--- src/rtl/ccd_clamp_pkg.sv ---
package ccd_clamp_pkg;
  typedef enum logic [1:0] {
    RG_IDLE  = 2'd0,
    RG_DUMMY = 2'd1,
    RG_BLACK = 2'd2,
    RG_EFF   = 2'd3
  } region_e;
endpackage

--- src/rtl/ccd_pos_tracker.sv ---
module ccd_pos_tracker
  import ccd_clamp_pkg::*;
#(
  parameter int DATA_W    = 12,
  parameter int LINE_LEN  = 3066,
  parameter int OB_FIRST  = 24,
  parameter int OB_LEN    = 30,
  parameter int EFF_FIRST = 56,
  parameter int EFF_LEN   = 3000,
  localparam int IDX_W    = $clog2(LINE_LEN)
) (
  input  logic              clk_i,
  input  logic              rst_ni,
  input  logic              line_start_i,
  input  logic [DATA_W-1:0] pix_i,
  output region_e           region_o,
  output logic [IDX_W-1:0]  idx_o,
  output logic [DATA_W-1:0] pix_o
);
  localparam logic [IDX_W-1:0] LAST_IDX = IDX_W'(LINE_LEN - 1);
  localparam logic [IDX_W-1:0] OB_LO    = IDX_W'(OB_FIRST);
  localparam logic [IDX_W-1:0] OB_HI    = IDX_W'(OB_FIRST + OB_LEN - 1);
  localparam logic [IDX_W-1:0] EFF_LO   = IDX_W'(EFF_FIRST);
  localparam logic [IDX_W-1:0] EFF_HI   = IDX_W'(EFF_FIRST + EFF_LEN - 1);

  logic              active_q;
  logic [IDX_W-1:0]  idx_q;
  logic [DATA_W-1:0] pix_q;
  logic              cont;
  logic              nxt_active;
  logic [IDX_W-1:0]  nxt_idx;

  always_comb begin
    cont       = active_q && (idx_q != LAST_IDX);
    nxt_active = line_start_i || cont;
    if (line_start_i)  nxt_idx = '0;
    else if (cont)     nxt_idx = idx_q + 1'b1;
    else               nxt_idx = '0;
  end

  always_ff @(posedge clk_i or negedge rst_ni) begin
    if (!rst_ni) begin
      active_q <= 1'b0;
      idx_q    <= '0;
      pix_q    <= '0;
    end else begin
      active_q <= nxt_active;
      idx_q    <= nxt_idx;
      pix_q    <= pix_i;
    end
  end

  always_comb begin
    if (!active_q)                              region_o = RG_IDLE;
    else if (idx_q >= OB_LO && idx_q <= OB_HI)  region_o = RG_BLACK;
    else if (idx_q >= EFF_LO && idx_q <= EFF_HI) region_o = RG_EFF;
    else                                        region_o = RG_DUMMY;
  end

  assign idx_o = idx_q;
  assign pix_o = pix_q;

  a_r9_restart: assert property (@(posedge clk_i) disable iff (!rst_ni)
    line_start_i |=> (active_q && idx_q == '0));

  a_r8_line_end: assert property (@(posedge clk_i) disable iff (!rst_ni)
    (active_q && idx_q == LAST_IDX && !line_start_i) |=> !active_q);

  a_r3_index_step: assert property (@(posedge clk_i) disable iff (!rst_ni)
    (active_q && idx_q != LAST_IDX && !line_start_i) |=> (idx_q == $past(idx_q) + 1'b1));
endmodule

--- src/rtl/ccd_black_accum.sv ---
module ccd_black_accum
  import ccd_clamp_pkg::*;
#(
  parameter int DATA_W   = 12,
  parameter int IDX_W    = 12,
  parameter int OB_FIRST = 24,
  parameter int OB_LEN   = 30
) (
  input  logic              clk_i,
  input  logic              rst_ni,
  input  region_e           region_i,
  input  logic [IDX_W-1:0]  idx_i,
  input  logic [DATA_W-1:0] pix_i,
  output logic [DATA_W-1:0] blk_even_o,
  output logic [DATA_W-1:0] blk_odd_o
);
  localparam int OB_HALF = OB_LEN / 2;
  localparam int SUM_W   = DATA_W + $clog2(OB_HALF + 1);
  localparam logic [IDX_W-1:0] FIRST_E = IDX_W'(OB_FIRST);
  localparam logic [IDX_W-1:0] FIRST_O = IDX_W'(OB_FIRST + 1);
  localparam logic [IDX_W-1:0] LAST_I  = IDX_W'(OB_FIRST + OB_LEN - 1);

  function automatic logic [DATA_W-1:0] round_avg(input logic [SUM_W-1:0] s);
    logic [SUM_W+1:0] num;
    num = {1'b0, s, 1'b0} + (SUM_W+2)'(OB_HALF);
    return DATA_W'(num / (SUM_W+2)'(2 * OB_HALF));
  endfunction

  logic [SUM_W-1:0]  sum_even_q, sum_odd_q;
  logic [SUM_W-1:0]  add_val;
  logic [DATA_W-1:0] blk_even_q, blk_odd_q;
  logic              in_black, is_last;

  assign in_black = (region_i == RG_BLACK);
  assign is_last  = in_black && (idx_i == LAST_I);
  assign add_val  = SUM_W'(pix_i);

  always_ff @(posedge clk_i or negedge rst_ni) begin
    if (!rst_ni) begin
      sum_even_q <= '0;
      sum_odd_q  <= '0;
      blk_even_q <= '0;
      blk_odd_q  <= '0;
    end else begin
      if (in_black && !idx_i[0])
        sum_even_q <= (idx_i == FIRST_E) ? add_val : sum_even_q + add_val;
      if (in_black && idx_i[0])
        sum_odd_q  <= (idx_i == FIRST_O) ? add_val : sum_odd_q + add_val;
      if (is_last) begin
        blk_even_q <= round_avg(sum_even_q);
        blk_odd_q  <= round_avg(sum_odd_q + add_val);
      end
    end
  end

  assign blk_even_o = blk_even_q;
  assign blk_odd_o  = blk_odd_q;

  // levels only move at the close of the black region
  a_r4_level_hold: assert property (@(posedge clk_i) disable iff (!rst_ni)
    !is_last |=> ($stable(blk_even_q) && $stable(blk_odd_q)));

  a_r5_sum_restart: assert property (@(posedge clk_i) disable iff (!rst_ni)
    (in_black && idx_i == FIRST_O) |=> (sum_odd_q == SUM_W'($past(pix_i))));
endmodule

--- src/rtl/ccd_clamp_sub.sv ---
module ccd_clamp_sub
  import ccd_clamp_pkg::*;
#(
  parameter int DATA_W    = 12,
  parameter int IDX_W     = 12,
  parameter int PIX_W     = 12,
  parameter int EFF_FIRST = 56,
  parameter int EFF_LEN   = 3000
) (
  input  logic              clk_i,
  input  logic              rst_ni,
  input  region_e           region_i,
  input  logic [IDX_W-1:0]  idx_i,
  input  logic [DATA_W-1:0] pix_i,
  input  logic [DATA_W-1:0] blk_even_i,
  input  logic [DATA_W-1:0] blk_odd_i,
  output logic              valid_o,
  output logic [PIX_W-1:0]  pix_idx_o,
  output logic [DATA_W-1:0] data_o
);
  localparam logic [IDX_W-1:0] EFF_BASE = IDX_W'(EFF_FIRST - 1);

  logic [IDX_W-1:0]  pnum;
  logic [DATA_W-1:0] blk, diff;
  logic              valid_q;
  logic [PIX_W-1:0]  pidx_q;
  logic [DATA_W-1:0] data_q;

  always_comb begin
    pnum = idx_i - EFF_BASE;
    blk  = pnum[0] ? blk_odd_i : blk_even_i;
    diff = (pix_i > blk) ? (pix_i - blk) : '0;
  end

  always_ff @(posedge clk_i or negedge rst_ni) begin
    if (!rst_ni) begin
      valid_q <= 1'b0;
      pidx_q  <= '0;
      data_q  <= '0;
    end else begin
      valid_q <= (region_i == RG_EFF);
      if (region_i == RG_EFF) begin
        pidx_q <= PIX_W'(pnum);
        data_q <= diff;
      end
    end
  end

  assign valid_o   = valid_q;
  assign pix_idx_o = pidx_q;
  assign data_o    = data_q;

  a_r7_never_above_input: assert property (@(posedge clk_i) disable iff (!rst_ni)
    (region_i == RG_EFF) |=> (data_q <= $past(pix_i)));

  a_r3_index_range: assert property (@(posedge clk_i) disable iff (!rst_ni)
    valid_q |-> (pidx_q >= PIX_W'(1) && pidx_q <= PIX_W'(EFF_LEN)));
endmodule

--- src/rtl/ccd_line_clamp.sv ---
module ccd_line_clamp
  import ccd_clamp_pkg::*;
#(
  parameter int DATA_W    = 12,
  parameter int OB_FIRST  = 24,
  parameter int OB_LEN    = 30,
  parameter int EFF_FIRST = 56,
  parameter int EFF_LEN   = 3000,
  parameter int TRAIL_LEN = 10,
  localparam int LINE_LEN = EFF_FIRST + EFF_LEN + TRAIL_LEN,
  localparam int IDX_W    = $clog2(LINE_LEN),
  localparam int PIX_W    = $clog2(EFF_LEN + 1)
) (
  input  logic              clk_i,
  input  logic              rst_ni,
  input  logic              line_start_i,
  input  logic [DATA_W-1:0] pix_i,
  output logic              valid_o,
  output logic [PIX_W-1:0]  pix_idx_o,
  output logic [DATA_W-1:0] data_o
);
  region_e           s1_region;
  logic [IDX_W-1:0]  s1_idx;
  logic [DATA_W-1:0] s1_pix;
  logic [DATA_W-1:0] blk_even, blk_odd;

  ccd_pos_tracker #(
    .DATA_W(DATA_W), .LINE_LEN(LINE_LEN), .OB_FIRST(OB_FIRST), .OB_LEN(OB_LEN),
    .EFF_FIRST(EFF_FIRST), .EFF_LEN(EFF_LEN)
  ) u_track (
    .clk_i, .rst_ni, .line_start_i, .pix_i,
    .region_o(s1_region), .idx_o(s1_idx), .pix_o(s1_pix)
  );

  ccd_black_accum #(
    .DATA_W(DATA_W), .IDX_W(IDX_W), .OB_FIRST(OB_FIRST), .OB_LEN(OB_LEN)
  ) u_black (
    .clk_i, .rst_ni, .region_i(s1_region), .idx_i(s1_idx), .pix_i(s1_pix),
    .blk_even_o(blk_even), .blk_odd_o(blk_odd)
  );

  ccd_clamp_sub #(
    .DATA_W(DATA_W), .IDX_W(IDX_W), .PIX_W(PIX_W), .EFF_FIRST(EFF_FIRST), .EFF_LEN(EFF_LEN)
  ) u_clamp (
    .clk_i, .rst_ni, .region_i(s1_region), .idx_i(s1_idx), .pix_i(s1_pix),
    .blk_even_i(blk_even), .blk_odd_i(blk_odd),
    .valid_o, .pix_idx_o, .data_o
  );

  a_r3_consecutive: assert property (@(posedge clk_i) disable iff (!rst_ni)
    (valid_o && $past(valid_o)) |-> (pix_idx_o == $past(pix_idx_o) + 1'b1));

  a_r2_needs_line: assert property (@(posedge clk_i) disable iff (!rst_ni)
    valid_o |-> ($past(s1_region) == RG_EFF));
endmodule

--- config.mk ---
export PLATFORM = sky130hd
export DESIGN_NAME = ccd_line_clamp
export DESIGN_NICKNAME = d
export VERILOG_FILES = /design/src/rtl/ccd_clamp_pkg.sv /design/src/rtl/ccd_pos_tracker.sv /design/src/rtl/ccd_black_accum.sv /design/src/rtl/ccd_clamp_sub.sv /design/src/rtl/ccd_line_clamp.sv
export SDC_FILE = /design/constraint.sdc
export NUM_CORES = 1
export LEC_CHECK = 0
export BUFFER_PORTS_ARGS = -buffer_cell sky130_fd_sc_hd__buf_2
export CAP_MARGIN = 20
export CELL_PAD_IN_SITES_DETAIL_PLACEMENT = 1
export CELL_PAD_IN_SITES_GLOBAL_PLACEMENT = 2
export CORE_MARGIN = 5
export CORE_UTILIZATION = 42
export DETAILED_ROUTE_END_ITERATION = 10
export GPL_TIMING_DRIVEN = 0
export PLACE_DENSITY = 0.88
export SLEW_MARGIN = 30
export SYNTH_ARGS = -nofsm -noshare
export SYNTH_HDL_FRONTEND = slang
export SYNTH_SLANG_ARGS = --single-unit
--- constraint.sdc ---
create_clock -name clk_i -period 33.3 [get_ports clk_i]
set_input_delay 3.33 -clock clk_i [delete_from_list [all_inputs] [get_ports clk_i]]
set_output_delay 3.33 -clock clk_i [all_outputs]
set_load 0.05 [all_outputs]
### After elaboration in Yosys (flattened, before gate mapping)

Cells that the tools add are included.

* output and inout port bits: 25
* logic and storage cells: 47
* register bits: 106

* order comparisons: 5
* add/sub/neg operators: 7
* divide/modulo/power cells: 2
* reductions and logical operators: 8
* muxes and demuxes: 9
* equality and inequality tests: 6

Operators with widths (count)
* $mux 12: 4
* $add 17x4->18 const B: 2
* $div 18x5->18 const B: 2
* $add 16x12->16: 2
* $mux 16: 2
* $eq 12x5->1 const B: 2
* $add 12x1->12 const B: 1
* $eq 12x6->1 const B: 1
* $ge 12x5->1 const B: 1
* $ge 12x6->1 const B: 1
* $gt 12x12->1: 1
* $le 12x12->1 const B: 1
* $le 12x6->1 const B: 1
* $ne 12x12->1 const B: 1
* $sub 12x12->12: 1
* $sub 12x6->12 const B: 1
* $logic_and 1x1->1: 6
* $mux 2: 3
* $eq 2x2->1 const B: 2
* $logic_not 1->1: 1
* $logic_or 1x1->1: 1

### Longest topological paths before layout

* depth after elaboration: 7
* gate-level depth with buffers: 47

### Modules after synthesis

Synthesis repeated with hierarchy kept, for this count alone.

* cell total of the unflattened synthesis: 1555
* area, all modules: 12525.8 um^2

By module, submodules not included
* ccd_black_accum: area each 9729.3 um^2, instances 1, cells each 1285
* ccd_clamp_sub: area each 1774.2 um^2, instances 1, cells each 178
* ccd_pos_tracker: area each 1022.2 um^2, instances 1, cells each 92

### Worst setup path after synthesis

Ideal clock, no wire load.

* kind: register to register
* from: register u_track.pix_q[1], in the netlist u_track.pix_o[1]
* to: register u_black.blk_odd_q[0], in the netlist u_black.blk_odd_o[0]
* setup time: 0.135 ns
* slack: 22.556 ns
* period minus slack after synthesis: 10.744 ns
* buffers on the path: 3
* cell stages (with the launch flop): 41
* data arrival time: 10.609 ns
* cells stage by stage: dfrtp_1 > ha_1 > a211o_1 > a21o_2 > xor2_1 > nand4_4 > or3_4 > or3_1 > o22a_1 > a2111o_1 > o21ai_1 > a21bo_2 > nor3_2 > mux2i_1 > nand3_1 > o2111ai_1 > o32ai_4 > or3_1 > (+5 left out) > nor2_1 > o21ai_1 > mux2i_1 > buf_2 > o21ai_1 > xor2_1 > or4b_1 > a32oi_1 > a211oi_1 > or2_1 > o211a_1 > a32o_2 > or3_1 > a311oi_2 > and2_1 > o21ai_1 > o32ai_1 > o22ai_1

* longest elaborated chain between the ends: 3

Ends and longest elaborated chain
* from (decl): line ccd_pos_tracker.sv:28 `logic [DATA_W-1:0] pix_q;`
* from (signal assigned): line ccd_pos_tracker.sv:49 `pix_q <= pix_i;`
* $add 16x12->16: line ccd_black_accum.sv:51 `blk_odd_q <= round_avg(sum_odd_q + add_val);`
* $add 17x4->18: line ccd_black_accum.sv:25 `num = {1'b0, s, 1'b0} + (SUM_W+2)'(OB_HALF);`
* $div 18x5->18: line ccd_black_accum.sv:26 `return DATA_W'(num / (SUM_W+2)'(2 * OB_HALF));`
* to (signal assigned): line ccd_black_accum.sv:51
* to (decl): line ccd_black_accum.sv:31 `logic [DATA_W-1:0] blk_even_q, blk_odd_q;`

Every way passes these cells.
A chain may end at the register's enable or synchronous reset.

### Final worst setup path

Ends and elaborated chain as after synthesis.

==> out/metrics.yaml <==
period_share: 0.403
cts_buffers: 9
drc: 0
hp-class: "reg -> reg"
ff2ff_path_depth: 40
antenna_found_initial: 0
cts_root_buf: "clkbuf_16"
worstReg2RegStart: "u_track.pix_o[1]"
skew_ns: 0.00827
synth_commonest_cells: "146 x nand2_1, 115 x nor2_1, 108 x a21oi_1, 108 x o21ai_0, 106 x dfrtp_1"
final_util: 0.459
crit_fanout: 10
die_w_um: 180
grt_pass1_vias: 12300
cp-endpoint: "u_black.blk_odd_o[0]"
cap_viol_max_count: 0
drive_gt1_frac: 0.103
required_ns: 33.53
antenna_cells: 0
synth_edf_count: 0
critPathKind: "reg -> reg"
synth_area_leaders: "dfrtp_1 22%, xnor2_1 5.8%, ha_1 5.0%"
synth_most_common_cell: "nand2_1"
slew_violations: 0
min_path_cells: 2
die_y_um: 180
setup_tns_ns: 0
post-place-cells: 1952
ys_ff_latch: 106
area_delta_synth_final_pct: 8.37
slew_headroom: 0.369
ys_warn_count: 0
drt-total-wl_um: 38400
cts.sinks: 106
core-area_sq_mm: 0.0285
worst_ep_arrival_time_ns: 13.64
seq_area_frac_synth: 0.219
syn_area_per_cell_sq_um: 7.91
syn-num-nets: 1594
cts_hold_buf: 0
slowest_delay_ns: 0.68
post_cts_buffers: 0
reg2reg_to: "u_black.blk_odd_o[0]"
path_buf_inv: 3
worst-path-stages: 40
htreeDepth: 3
portBuffers: 39
start_kind: "flop"
period_minus_slack_ns: 13.41
synth_ff_type: "dfrtp_1"
final_nets: 1645
die_area_sq_mm: 0.0323
drt_iter0_drc: 520
yosysUniqueCellTypes: 110
netlist_instances: 1528
synth_top_area_share: 0.219
max_freq_mhz: 74.6
yosysTopAreaCell: "dfrtp_1"
cts.clk_slew.worst_paths_ns: 0.08
start_util: 0.423
post_cts_resized: 0
hold_viol: 0
grt.total_usage: 0.231
cts_tree: "yes"
rrSetupSlack_ns: 19.89
ys_async_sr_fraction: 1.00
rows: 62
wl_per_cell_um: 19.5
cp_top_family: "compound AO/OA/AOI/OAI gates"
p_per_area_mw_per_mm2: 53.6
slowest_stage: "a211oi_2"
firstDrtPassIters: 4
syn_area_sq_mm: 0.0121
startpoint: "u_track.pix_o[1]"
ios: 40
final_cells: 1968
place_hpwl_um: 30700
gp_congestion: 0.883
cts_buffer_depth: 2
outcome: "finished clean"
postRouteAntennaNets: 0
rsz0062_at_grt: "no"
leakagePower_nw: 5.41
tightest_slew_ns: 0.940
avgViaCountPerCell: 6.06
grt_pass1_wl_um: 63700
worstSkewPairLatency_ns: 0.36
setup_violations: 0
grt_start_max_net_pins: 72
endpoint_kind: "flop"
ir_drop_mv: 0.0340
grt_overflow: 0
routed-via-count: 11900
[placed cells by master (no fill, tap or decap), drive strengths merged, types with 21 or more instances in the layout]
master	instances
or2	21
ha	48
nor2	115
clkbuf	59
o21ai	120
nand4	26
nor3	51
and2	21
nand3	55
o211ai	23
and3	21
xnor2	82
xor2	50
a21o	33
dfrtp	106
inv	46
nand2	147
mux2	24
buf	52
a21oi	118
mux2i	48
a211oi	21
[how the worst min path moves through the flow]
stage / start / end / slack, ns
after floorplan: u_black.sum_odd_q[0] / u_black.sum_odd_q[0] / 0.45
after CTS: u_clamp.pix_idx_o[9] / u_clamp.pix_idx_o[9] / 0.48
final: u_clamp.pix_idx_o[9] / u_clamp.pix_idx_o[9] / 0.48
after global routing: u_clamp.data_o[8] / u_clamp.data_o[8] / 0.51
after global placement: u_clamp.pix_idx_o[9] / u_clamp.pix_idx_o[9] / 0.46
after detailed placement: u_clamp.pix_idx_o[9] / u_clamp.pix_idx_o[9] / 0.47
[state kept, by name, indices dropped and copies added (netlist names)]
signal              cells
u_track.idx_o          12
u_black.sum_odd_q      16
u_track.active_q        1
u_clamp.valid_o         1
u_black.sum_even_q     16
u_black.blk_even_o     12
u_track.pix_o          12
u_clamp.pix_idx_o      12
u_black.blk_odd_o      12
u_clamp.data_o         12
[area by class of cell]
class	instances	area, sq um
well taps	384	480
clock inverters	7	60.1
fillers	3560	15400
clock buffers	9	225
flip-flops and latches	106	2650
inverters	43	161
multi-input cells	1317	9020
plain buffers	62	267
repair buffers	40	229
[tightest hold or removal path: stages, from the launching register on]
cell and delay (ns):
dfrtp_1 0.34, nand2_1 0.04, o21ai_0 0.06
[where the power goes]
| group | internal [W] | switching [W] | total, W |
|---|---|---|---|
| clock | 0.0000523 | 0.0000523 | 0.000105 |
| combinational | 0.000164 | 0.000289 | 0.000452 |
| sequential | 0.000138 | 0.00000776 | 0.000146 |
[logic make-up (layout without fill, tap and decap cells)]
family | after synthesis | in the layout | share of synthesized area
multiplexers | 72 | 72 | 0.0635
XOR/XNOR | 133 | 133 | 0.0988
buffers and inverters | 105 | 161 | 0.0354
AND/OR/NAND/NOR | 550 | 550 | 0.232
AO/OA/AOI/OAI | 506 | 506 | 0.292
flip-flops | 106 | 106 | 0.219
adder cells (fa/ha/maj) | 56 | 56 | 0.0588
[metrics by stage]
stage          hold slack, ns  worst slack [ns]  total power [W]  cell area (sq um)
2_1_floorplan           0.454             22.56         0.000494              12100
3_3_place_gp            0.458             20.21         0.000588              12800
3_5_place_dp            0.469             20.07         0.000598              12800
4_1_cts                 0.485             20.05         0.000705              13100
5_1_grt                 0.510             18.87         0.000754              13100
6_report                0.476             19.89         0.000703              13100
[layer usage]
metal,wire length [um],part of all wire,vias to the layer above,GRT usage
met5,0,0,-,0
met4,824,0.021,0,0.0603
met3,840,0.022,45,0.0162
met2,18600,0.49,154,0.409
met1,18100,0.47,5912,0.306
li1,-,-,5815,-
No activity file was read; power rests on OpenSTA's default activity.
